**config.mk**
```make
export PLATFORM = sky130hd
export DESIGN_NAME = tew_table_writer
export DESIGN_NICKNAME = d
export VERILOG_FILES = /design/src/rtl/tew_pkg.sv /design/src/rtl/tew_addr_gen.sv /design/src/rtl/tew_ctrl.sv /design/src/rtl/tew_table_writer.sv
export SDC_FILE = /design/constraint.sdc
export NUM_CORES = 1
export LEC_CHECK = 0
export BUFFER_PORTS_ARGS = -buffer_cell sky130_fd_sc_hd__buf_2
export CORE_MARGIN = 2
export CORE_UTILIZATION = 51
export CTS_CLUSTER_DIAMETER = 120
export DETAILED_ROUTE_END_ITERATION = 6
export PLACE_DENSITY_LB_ADDON = 0.1
export SYNTH_ARGS = -nofsm -noshare
export SYNTH_HDL_FRONTEND = slang
export SYNTH_SLANG_ARGS = --single-unit
```
**constraint.sdc**
```tcl
create_clock -name clk_i -period 7.7 [get_ports clk_i]
set_clock_uncertainty 0.1 [all_clocks]
set_input_delay 1.155 -clock clk_i [delete_from_list [all_inputs] [get_ports clk_i]]
set_output_delay 1.155 -clock clk_i [all_outputs]
set_load 0.01 [all_outputs]
```
**src/rtl/tew_pkg.sv**
```systemverilog
package tew_pkg;
  parameter int unsigned PAGE_LG2_C0 = 12;
  parameter int unsigned PAGE_LG2_C1 = 14;
  parameter int unsigned PAGE_LG2_C2 = 16;
  parameter int unsigned PTR_LG2     = 3;   // pointer words are 8 bytes
  parameter int unsigned PTR_VLD_BIT = 63;
  parameter int unsigned PTR_ADDR_W  = 52;

  typedef enum logic [1:0] {
    ST_IDLE,
    ST_RD_PTR,
    ST_WR,
    ST_FIN
  } tew_state_e;

  function automatic logic [4:0] page_lg2(input logic [1:0] code);
    case (code)
      2'd0:    page_lg2 = 5'(PAGE_LG2_C0);
      2'd1:    page_lg2 = 5'(PAGE_LG2_C1);
      default: page_lg2 = 5'(PAGE_LG2_C2); // code 3 aliases code 2
    endcase
  endfunction
endpackage

```
**src/rtl/tew_addr_gen.sv**
```systemverilog
module tew_addr_gen #(
  parameter int unsigned AW    = 52,
  parameter int unsigned IDX_W = 16
) (
  input  logic [AW-1:0]    base_i,
  input  logic [IDX_W-1:0] index_i,
  input  logic             indirect_i,
  input  logic [1:0]       page_code_i,
  input  logic [2:0]       entry_lg2_i,
  input  logic [AW-1:0]    ptr_addr_i,
  output logic [AW-1:0]    ptr_slot_addr_o,
  output logic [AW-1:0]    wr_addr_o
);
  import tew_pkg::*;

  logic [4:0]    plg;
  logic [4:0]    slot_lg2;
  logic [AW-1:0] idx_ext;
  logic [AW-1:0] ptr_slot;
  logic [AW-1:0] page_mask;
  logic [AW-1:0] slot_mask;
  logic [AW-1:0] page_base;
  logic [AW-1:0] flat_addr;
  logic [AW-1:0] leaf_addr;

  always_comb begin
    plg       = page_lg2(page_code_i);
    slot_lg2  = plg - {2'b00, entry_lg2_i};
    idx_ext   = AW'(index_i);
    ptr_slot  = idx_ext >> (plg - 5'(PTR_LG2));
    ptr_slot_addr_o = base_i + (ptr_slot << PTR_LG2);
    page_mask = (AW'(1) << plg) - AW'(1);
    slot_mask = (AW'(1) << slot_lg2) - AW'(1);
    page_base = ptr_addr_i & ~page_mask;   // unshifted, low bits dropped
    leaf_addr = page_base + ((idx_ext & slot_mask) << entry_lg2_i);
    flat_addr = base_i + (idx_ext << entry_lg2_i);
    wr_addr_o = indirect_i ? leaf_addr : flat_addr;
  end
endmodule

```
**src/rtl/tew_ctrl.sv**
```systemverilog
module tew_ctrl #(
  parameter int unsigned AW    = 52,
  parameter int unsigned IDX_W = 16
) (
  input  logic             clk_i,
  input  logic             rst_ni,
  input  logic             req_valid_i,
  output logic             req_ready_o,
  input  logic [IDX_W-1:0] req_index_i,
  input  logic [63:0]      req_entry_i,
  input  logic [AW-1:0]    cfg_base_i,
  input  logic             cfg_indirect_i,
  input  logic [1:0]       cfg_page_code_i,
  input  logic [2:0]       cfg_entry_lg2_i,
  input  logic             cfg_table_valid_i,
  output logic [IDX_W-1:0] index_q_o,
  output logic [AW-1:0]    base_q_o,
  output logic             indirect_q_o,
  output logic [1:0]       page_code_q_o,
  output logic [2:0]       entry_lg2_q_o,
  output logic [AW-1:0]    ptr_addr_q_o,
  input  logic [AW-1:0]    ptr_slot_addr_i,
  input  logic [AW-1:0]    wr_addr_i,
  output logic             mem_req_o,
  output logic             mem_we_o,
  output logic [AW-1:0]    mem_addr_o,
  output logic [63:0]      mem_wdata_o,
  input  logic             mem_ack_i,
  input  logic             mem_err_i,
  input  logic [63:0]      mem_rdata_i,
  output logic             done_o,
  output logic             err_o
);
  import tew_pkg::*;

  tew_state_e state_q, state_d;
  logic [63:0] entry_q;
  logic        tv_q;
  logic        err_q, err_d;
  logic        accept;
  logic        ptr_vld;
  logic        unused_rsvd;

  assign accept      = req_valid_i && (state_q == ST_IDLE);
  assign ptr_vld     = mem_rdata_i[PTR_VLD_BIT];
  assign unused_rsvd = ^mem_rdata_i[62:AW];

  always_comb begin
    state_d = state_q;
    err_d   = err_q;
    unique case (state_q)
      ST_IDLE: if (req_valid_i) begin
        err_d = 1'b0;
        if (!cfg_table_valid_i)  state_d = ST_FIN;
        else if (cfg_indirect_i) state_d = ST_RD_PTR;
        else                     state_d = ST_WR;
      end
      ST_RD_PTR: if (mem_ack_i) begin
        if (mem_err_i) begin
          err_d   = 1'b1;
          state_d = ST_FIN;
        end else if (ptr_vld) begin
          state_d = ST_WR;
        end else begin
          state_d = ST_FIN;
        end
      end
      ST_WR: if (mem_ack_i) begin
        err_d   = mem_err_i;
        state_d = ST_FIN;
      end
      default: state_d = ST_IDLE;
    endcase
  end

  always_ff @(posedge clk_i or negedge rst_ni) begin
    if (!rst_ni) begin
      state_q       <= ST_IDLE;
      err_q         <= 1'b0;
      entry_q       <= '0;
      tv_q          <= 1'b0;
      index_q_o     <= '0;
      base_q_o      <= '0;
      indirect_q_o  <= 1'b0;
      page_code_q_o <= '0;
      entry_lg2_q_o <= 3'd3;
      ptr_addr_q_o  <= '0;
    end else begin
      state_q <= state_d;
      err_q   <= err_d;
      if (accept) begin
        entry_q       <= req_entry_i;
        tv_q          <= cfg_table_valid_i;
        index_q_o     <= req_index_i;
        base_q_o      <= cfg_base_i;
        indirect_q_o  <= cfg_indirect_i;
        page_code_q_o <= cfg_page_code_i;
        entry_lg2_q_o <= cfg_entry_lg2_i;
      end
      if (state_q == ST_RD_PTR && mem_ack_i && !mem_err_i)
        ptr_addr_q_o <= mem_rdata_i[AW-1:0];
    end
  end

  assign req_ready_o = (state_q == ST_IDLE);
  assign mem_req_o   = (state_q == ST_RD_PTR) || (state_q == ST_WR);
  assign mem_we_o    = (state_q == ST_WR);
  assign mem_addr_o  = (state_q == ST_WR) ? wr_addr_i : ptr_slot_addr_i;
  assign mem_wdata_o = entry_q;
  assign done_o      = (state_q == ST_FIN);
  assign err_o       = done_o && err_q;

  assert_hold_R9: assert property (@(posedge clk_i) disable iff (!rst_ni)
    (mem_req_o && !mem_ack_i) |=> (mem_req_o && $stable(mem_addr_o) && $stable(mem_we_o)));
  assert_done_pulse_R9: assert property (@(posedge clk_i) disable iff (!rst_ni)
    done_o |=> !done_o);
  assert_no_access_absent_R7: assert property (@(posedge clk_i) disable iff (!rst_ni)
    mem_req_o |-> tv_q);
  assert_err_ends_R8: assert property (@(posedge clk_i) disable iff (!rst_ni)
    (mem_req_o && mem_ack_i && mem_err_i) |=> (done_o && err_o && !mem_req_o));
  assert_skip_ptr_R4: assert property (@(posedge clk_i) disable iff (!rst_ni)
    (mem_req_o && !mem_we_o && mem_ack_i && !mem_err_i && !mem_rdata_i[PTR_VLD_BIT])
      |=> (done_o && !err_o));
endmodule

```
**src/rtl/tew_table_writer.sv**
```systemverilog
module tew_table_writer #(
  parameter int unsigned AW    = 52,
  parameter int unsigned IDX_W = 16
) (
  input  logic             clk_i,
  input  logic             rst_ni,
  input  logic             req_valid_i,
  output logic             req_ready_o,
  input  logic [IDX_W-1:0] req_index_i,
  input  logic [63:0]      req_entry_i,
  input  logic [AW-1:0]    cfg_base_i,
  input  logic             cfg_indirect_i,
  input  logic [1:0]       cfg_page_code_i,
  input  logic [2:0]       cfg_entry_lg2_i,
  input  logic             cfg_table_valid_i,
  output logic             mem_req_o,
  output logic             mem_we_o,
  output logic [AW-1:0]    mem_addr_o,
  output logic [63:0]      mem_wdata_o,
  input  logic             mem_ack_i,
  input  logic             mem_err_i,
  input  logic [63:0]      mem_rdata_i,
  output logic             done_o,
  output logic             err_o
);
  import tew_pkg::*;

  logic [IDX_W-1:0] index_q;
  logic [AW-1:0]    base_q;
  logic             indirect_q;
  logic [1:0]       page_code_q;
  logic [2:0]       entry_lg2_q;
  logic [AW-1:0]    ptr_addr_q;
  logic [AW-1:0]    ptr_slot_addr;
  logic [AW-1:0]    wr_addr;

  tew_addr_gen #(.AW(AW), .IDX_W(IDX_W)) u_addr (
    .base_i          (base_q),
    .index_i         (index_q),
    .indirect_i      (indirect_q),
    .page_code_i     (page_code_q),
    .entry_lg2_i     (entry_lg2_q),
    .ptr_addr_i      (ptr_addr_q),
    .ptr_slot_addr_o (ptr_slot_addr),
    .wr_addr_o       (wr_addr)
  );

  tew_ctrl #(.AW(AW), .IDX_W(IDX_W)) u_ctrl (
    .clk_i             (clk_i),
    .rst_ni            (rst_ni),
    .req_valid_i       (req_valid_i),
    .req_ready_o       (req_ready_o),
    .req_index_i       (req_index_i),
    .req_entry_i       (req_entry_i),
    .cfg_base_i        (cfg_base_i),
    .cfg_indirect_i    (cfg_indirect_i),
    .cfg_page_code_i   (cfg_page_code_i),
    .cfg_entry_lg2_i   (cfg_entry_lg2_i),
    .cfg_table_valid_i (cfg_table_valid_i),
    .index_q_o         (index_q),
    .base_q_o          (base_q),
    .indirect_q_o      (indirect_q),
    .page_code_q_o     (page_code_q),
    .entry_lg2_q_o     (entry_lg2_q),
    .ptr_addr_q_o      (ptr_addr_q),
    .ptr_slot_addr_i   (ptr_slot_addr),
    .wr_addr_i         (wr_addr),
    .mem_req_o         (mem_req_o),
    .mem_we_o          (mem_we_o),
    .mem_addr_o        (mem_addr_o),
    .mem_wdata_o       (mem_wdata_o),
    .mem_ack_i         (mem_ack_i),
    .mem_err_i         (mem_err_i),
    .mem_rdata_i       (mem_rdata_i),
    .done_o            (done_o),
    .err_o             (err_o)
  );

  logic [4:0] plg_q;
  assign plg_q = page_lg2(page_code_q);

  // leaf write must stay inside the page named by the pointer word
  assert_leaf_in_page_R5: assert property (@(posedge clk_i) disable iff (!rst_ni)
    (mem_req_o && mem_we_o && indirect_q) |-> ((mem_addr_o >> plg_q) == (ptr_addr_q >> plg_q)));
endmodule

```
# Word level (Yosys, flattened, before mapping)
# Cells that the tools add are included.
# op_classes
add_sub_neg	7
n_eq_ne	8
shifts	5
mux	16
bitwise_logic	3
reduce_logical	11
# op_table
op	n
adder 52 bit	3
2-to-1 mux 52 bit	2
<< shifter 1 x 5 -> 52 bit (first input constant)	2
subtractor 52 x 2 -> 52 bit (second input constant)	2
AND 16 x 52 -> 52 bit	1
AND 52 bit	1
NOT 52 bit	1
<< shifter 16 x 3 -> 52 bit	1
<< shifter 52 x 3 -> 52 bit	1
>> shifter 16 x 5 -> 49 bit	1
2-to-1 mux 2 bit	6
one-hot mux 5 bit (2 select lines)	1
inequality test 2 bit (second input constant)	3
one-hot mux 2 bit (3 select lines)	1
2-to-1 mux 1 bit	5
AND reduction 5 bit	1
subtractor 5 x 2 -> 5 bit (second input constant)	1
subtractor 5 x 3 -> 5 bit	1
equality test 2 x 1 -> 1 bit (second input constant)	2
equality test 2 bit (second input constant)	2
logical AND 1 bit	4
logical NOT 2 bit	2
one-hot mux 1 bit (3 select lines)	1
AND reduction 3 bit	1
4 further kinds	4
# totals
ff_bits	193
output_inout_bits	121

# Depth between registers and ports, before layout
# depth
depth_word	10
mapped_depth	27

# Hierarchy
# A second synthesis with hierarchy kept.
# unflattened
hier_cells	1577
area_unflattened_um2	15854.0
# modules_own_cells
module	n_inst	cells_per_inst	area_per_inst_um2	seq_area_each_um2
tew_ctrl	1	491	8440.6	4832.1
tew_addr_gen	1	1086	7413.4	0.0

# Worst setup path before layout
# OpenSTA, ideal clock, no wires.
# synth_path
path_kind	reg2out
from	register u_ctrl.entry_lg2_q_o[1]
to	output port mem_addr_o[42]
arrival_ps	5811
path_slack_ps	634
stages_incl_launch_ff	26
cell_sequence	dfstp_2 clkbuf_1 inv_1 clkbuf_1 buf_1 ha_1 buf_2 inv_2 o211ai_1 or2_2 ha_1 nand2_1 a21oi_1 and4b_1 or3_1 mux2i_1 mux2i_1 ha_1 o21ai_0 nand2b_1 a31o_2 a221oi_2 a21oi_1 and4_1 xor2_1 a221o_1
# synth_between
elab_chain_len	8
word_cells_on_any_way	10
# synth_lines
element	line	source
start: declaration	tew_ctrl.sv:20	output logic [2:0] entry_lg2_q_o,
start signal: assignment	tew_ctrl.sv:98	entry_lg2_q_o <= cfg_entry_lg2_i;
subtractor 5 x 3 -> 5 bit	tew_addr_gen.sv:28	slot_lg2 = plg - {2'b00, entry_lg2_i};
<< shifter 1 x 5 -> 52 bit	tew_addr_gen.sv:33	slot_mask = (AW'(1) << slot_lg2) - AW'(1);
subtractor 52 x 2 -> 52 bit	tew_addr_gen.sv:33	
AND 16 x 52 -> 52 bit	tew_addr_gen.sv:35	leaf_addr = page_base + ((idx_ext & slot_mask) << entry_lg2_i);
<< shifter 52 x 3 -> 52 bit	tew_addr_gen.sv:35	
adder 52 bit	tew_addr_gen.sv:35	
2-to-1 mux 52 bit *	tew_addr_gen.sv:37	wr_addr_o = indirect_i ? leaf_addr : flat_addr;
2-to-1 mux 52 bit *	tew_ctrl.sv:108	assign mem_addr_o = (state_q == ST_WR) ? wr_addr_i : ptr_slot_addr_i;
end: declaration	tew_table_writer.sv:18	output logic [AW-1:0] mem_addr_o,
# Mark *: on every way between the ends. The rest lies on a longest branch, timed or not.

# Worst setup path in the final report
# layout_path
from	register u_ctrl.page_code_q_o[1]
to	output port mem_addr_o[44]
# layout_between
elab_chain_len	10
word_cells_on_any_way	18
# layout_lines
element	line	source
start: declaration	tew_ctrl.sv:19	output logic [1:0] page_code_q_o,
start signal: assignment	tew_ctrl.sv:97	page_code_q_o <= cfg_page_code_i;
equality test 2 x 1 -> 1 bit / logical NOT 2 bit (equally long branches)	tew_pkg.sv:17	case (code)
one-hot mux 5 bit (2 select lines) *	tew_pkg.sv:17	
subtractor 5 x 3 -> 5 bit	tew_addr_gen.sv:28	
<< shifter 1 x 5 -> 52 bit	tew_addr_gen.sv:33	
subtractor 52 x 2 -> 52 bit	tew_addr_gen.sv:33	
AND 16 x 52 -> 52 bit	tew_addr_gen.sv:35	
<< shifter 52 x 3 -> 52 bit	tew_addr_gen.sv:35	
adder 52 bit	tew_addr_gen.sv:35	
2-to-1 mux 52 bit	tew_addr_gen.sv:37	
2-to-1 mux 52 bit *	tew_ctrl.sv:108	
# Marked as above.

==> impl_metrics.env <==
export IMPL_synth_xor_area_share_pct=6.03
export IMPL_relSlewSlack_pct=30.0
export IMPL_final_antenna_net_count=0
export IMPL_viasPerCell=5.95
export IMPL_synth_async_reset_ratio_pct=100
export IMPL_grt_pass1_vias=13000
export IMPL_synthAdderAreaFrac_pct=5.65
export IMPL_drive_gt1_share_pct=32.8
export IMPL_crit_type="reg2out"
export IMPL_cp_max_fo=26
export IMPL_antenna_found_initial=5
export IMPL_outcome="complete, no violations"
export IMPL_setup_ws_ps=388
export IMPL_root_buffer="clkbuf_16"
export IMPL_clock_sinks=187
export IMPL_cts_tree="yes"
export IMPL_final_cell_area_um2=17300
export IMPL_dr_pass1_iters=5
export IMPL_timing_hold_ws_ps=402
export IMPL_mostFrequentLayoutCells="buf_2, mux2_2, dfrtp_1"
export IMPL_clk_pin_slew_ps=70
export IMPL_finalSetupViolCount=0
export IMPL_finalHoldViolations=0
export IMPL_gp_congestion=0.919
export IMPL_multiInputGateArea_um2=9640
export IMPL_min_period_ps=7310
export IMPL_synth_top_area_share_pct=31.3
export IMPL_drc_errors=0
export IMPL_dp_slack_ps=633
export IMPL_grt_pass1_wl_mm=70.6
export IMPL_io_pins=329
export IMPL_num_nets_final=2132
export IMPL_ys_warn_count=0
export IMPL_n_fill_cell=2645
export IMPL_hp_class="reg2reg"
export IMPL_hpwlAfterDp_mm=35.1
export IMPL_grt_ovfl_total=0
export IMPL_cts_buffers=17
export IMPL_ys_types=104
export IMPL_drv_slew=0
export IMPL_ys_seq_elements=187
export IMPL_wl_per_cell_um=20.0
export IMPL_num_vias=13500
export IMPL_finish_utilization_pct=60.3
export IMPL_postPlaceCellArea_um2=16600
export IMPL_max_cap_violations=0
export IMPL_synth_top_family_by_area="multiplexers"
export IMPL_final_period_utilization_pct=95.0
export IMPL_synth_ff_type="dfrtp_1"
export IMPL_worst_slew_pin_slew_ps=1050
export IMPL_final_common_cell="buf_2"
export IMPL_routed_wirelength_mm=45.2
export IMPL_synth_area_um2=14800
export IMPL_start_util_pct=51.7
export IMPL_startpoint_type="flop"
export IMPL_synth_edff_count=0
export IMPL_worst_ep_required_time_ps=6440
export IMPL_io_buffer_count=311
export IMPL_area_growth_pct=16.6
export IMPL_core_region_area_um2=28600
export IMPL_cts_setup_buffers=0
export IMPL_seq_area_um2=4680
export IMPL_synthMuxAreaShare_pct=18.6
export IMPL_end_kind="output port"
export IMPL_yosysSeqAreaShare_pct=31.6
export IMPL_cts_max_level=4
export IMPL_postSynthCellCount=1600
export IMPL_syn_area_per_cell_um2=9.25
export IMPL_synthSimpleGateAreaFrac_pct=17.3
export IMPL_synth_top_area_cell="dfrtp_1"
export IMPL_row_count=62
export IMPL_gr_usage_all_layers_pct=29.6
export IMPL_synthTopCellsByArea="dfrtp_1, mux2_2, ha_1"
export IMPL_clkLatencyLatePin_ps=460
export IMPL_drt_iter0_markers=1390
export IMPL_cts_buffer_depth=2
export IMPL_die_h_um=174
export IMPL_die_width_um=174
export IMPL_fmax_mhz=137
export IMPL_grt_max_degree=79
export IMPL_die_area_um2=30400
export IMPL_critPathArrivalTime_ps=6060
export IMPL_synth_compound_area_share_pct=16.9
worst max-delay path, cell delays in order, from the launching register on:
cell and delay, ps:
dfrtp_1 410, buf_4 300, ha_1 290, o21ai_0 130, o211ai_1 320, or2_2 220
ha_1 270, nand2_1 160, a21oi_2 250, a211oi_1 130, or3_1 410, mux2i_1 200
mux2i_1 120, ha_1 390, o21ai_0 180, nand2b_1 80, a31o_2 280, a221oi_4 410
and2_1 290, nor4_1 90, xnor2_1 380, a32oi_1 110, buf_2 170
synthesized netlist by cell type (all sizes together), types with 42 or more instances:
library cell	instances
o21ai	89
mux2	194
ha	62
nand3	46
nand2	127
buf	42
xnor2	66
clkbuf	53
dfrtp	185
a21oi	93
nor2	107
mux2i	48
timing repair:
action | CTS | global route
endpoints found under the hold margin | 0 | 0
endpoints found under the setup margin | 0 | 29
gates resized for setup | 0 | 9
hold buffers | 0 | 0
registers in the layout, summed over array words and instances (netlist names):
name and cells:
u_ctrl.entry_lg2_q_o 3, u_ctrl.base_q_o 52, u_ctrl.mem_wdata_o 64, u_ctrl.err_q 1
u_ctrl.ptr_addr_q_o 46, u_ctrl.index_q_o 16, u_ctrl.state_q 2, u_ctrl.page_code_q_o 2
u_ctrl.indirect_q_o 1
through the flow:
step | instances | setup TNS, ps
after detailed placement | 2224 | 0
after floorplan | 1607 | 0
after global placement | 2224 | 0
after CTS | 2256 | 0
after global routing | 2260 | -22.2
final | 2262 | 0
layer usage:
| metal | track usage [%] | wire length [um] | vias to the layer above |
|---|---|---|---|
| li1 | - | - | 6394 |
| met3 | 7.13 | 3590 | 54 |
| met4 | 8.47 | 940 | 0 |
| met1 | 41.4 | 20400 | 6482 |
| met2 | 45.6 | 20300 | 535 |
| met5 | 0 | 0 | - |
cell families (layout without fill, tap and decap cells):
kind of cell | Yosys count | after routing
AO/OA/AOI/OAI | 376 | 376
XOR/XNOR | 102 | 102
adder cells (fa/ha/maj) | 65 | 65
buffers and inverters | 136 | 401
flip-flops | 187 | 187
multiplexers | 246 | 246
other | 2 | 15
AND/OR/NAND/NOR | 486 | 486
path summary, 6_finish.rpt:
path | startpoint | endpoint | slack, ps | cells past startpoint
max | u_ctrl.page_code_q_o[1] | mem_addr_o[44] | 390 | 22
min | u_ctrl.ptr_addr_q_o[8] | u_ctrl.ptr_addr_q_o[8] | 400 | 1
max reg2reg | u_ctrl.state_q[0] | u_ctrl.base_q_o[6] | 4770 | 5
min reg2reg | u_ctrl.ptr_addr_q_o[8] | u_ctrl.ptr_addr_q_o[8] | 400 | 1
max in group asynchronous | rst_ni | u_ctrl.ptr_addr_q_o[24] | 5690 | 2
min in group asynchronous | rst_ni | u_ctrl.base_q_o[5] | 520 | 1
final cells by class:
| type | count | share of cell area, % |
|---|---|---|
| multi-input combinational | 1284 | 55.9 |
| sequential | 187 | 27.1 |
| timing repair buffer | 328 | 9.83 |
| tap | 384 | 2.78 |
| clock buffer | 21 | 2.67 |
| inverter | 41 | 0.892 |
| clock inverter | 11 | 0.740 |
| antenna | 6 | 0.0870 |
Power is left out: the tool's default activity adds up to more than one toggle a clock period on the data nets, which glitch-free logic cannot reach.
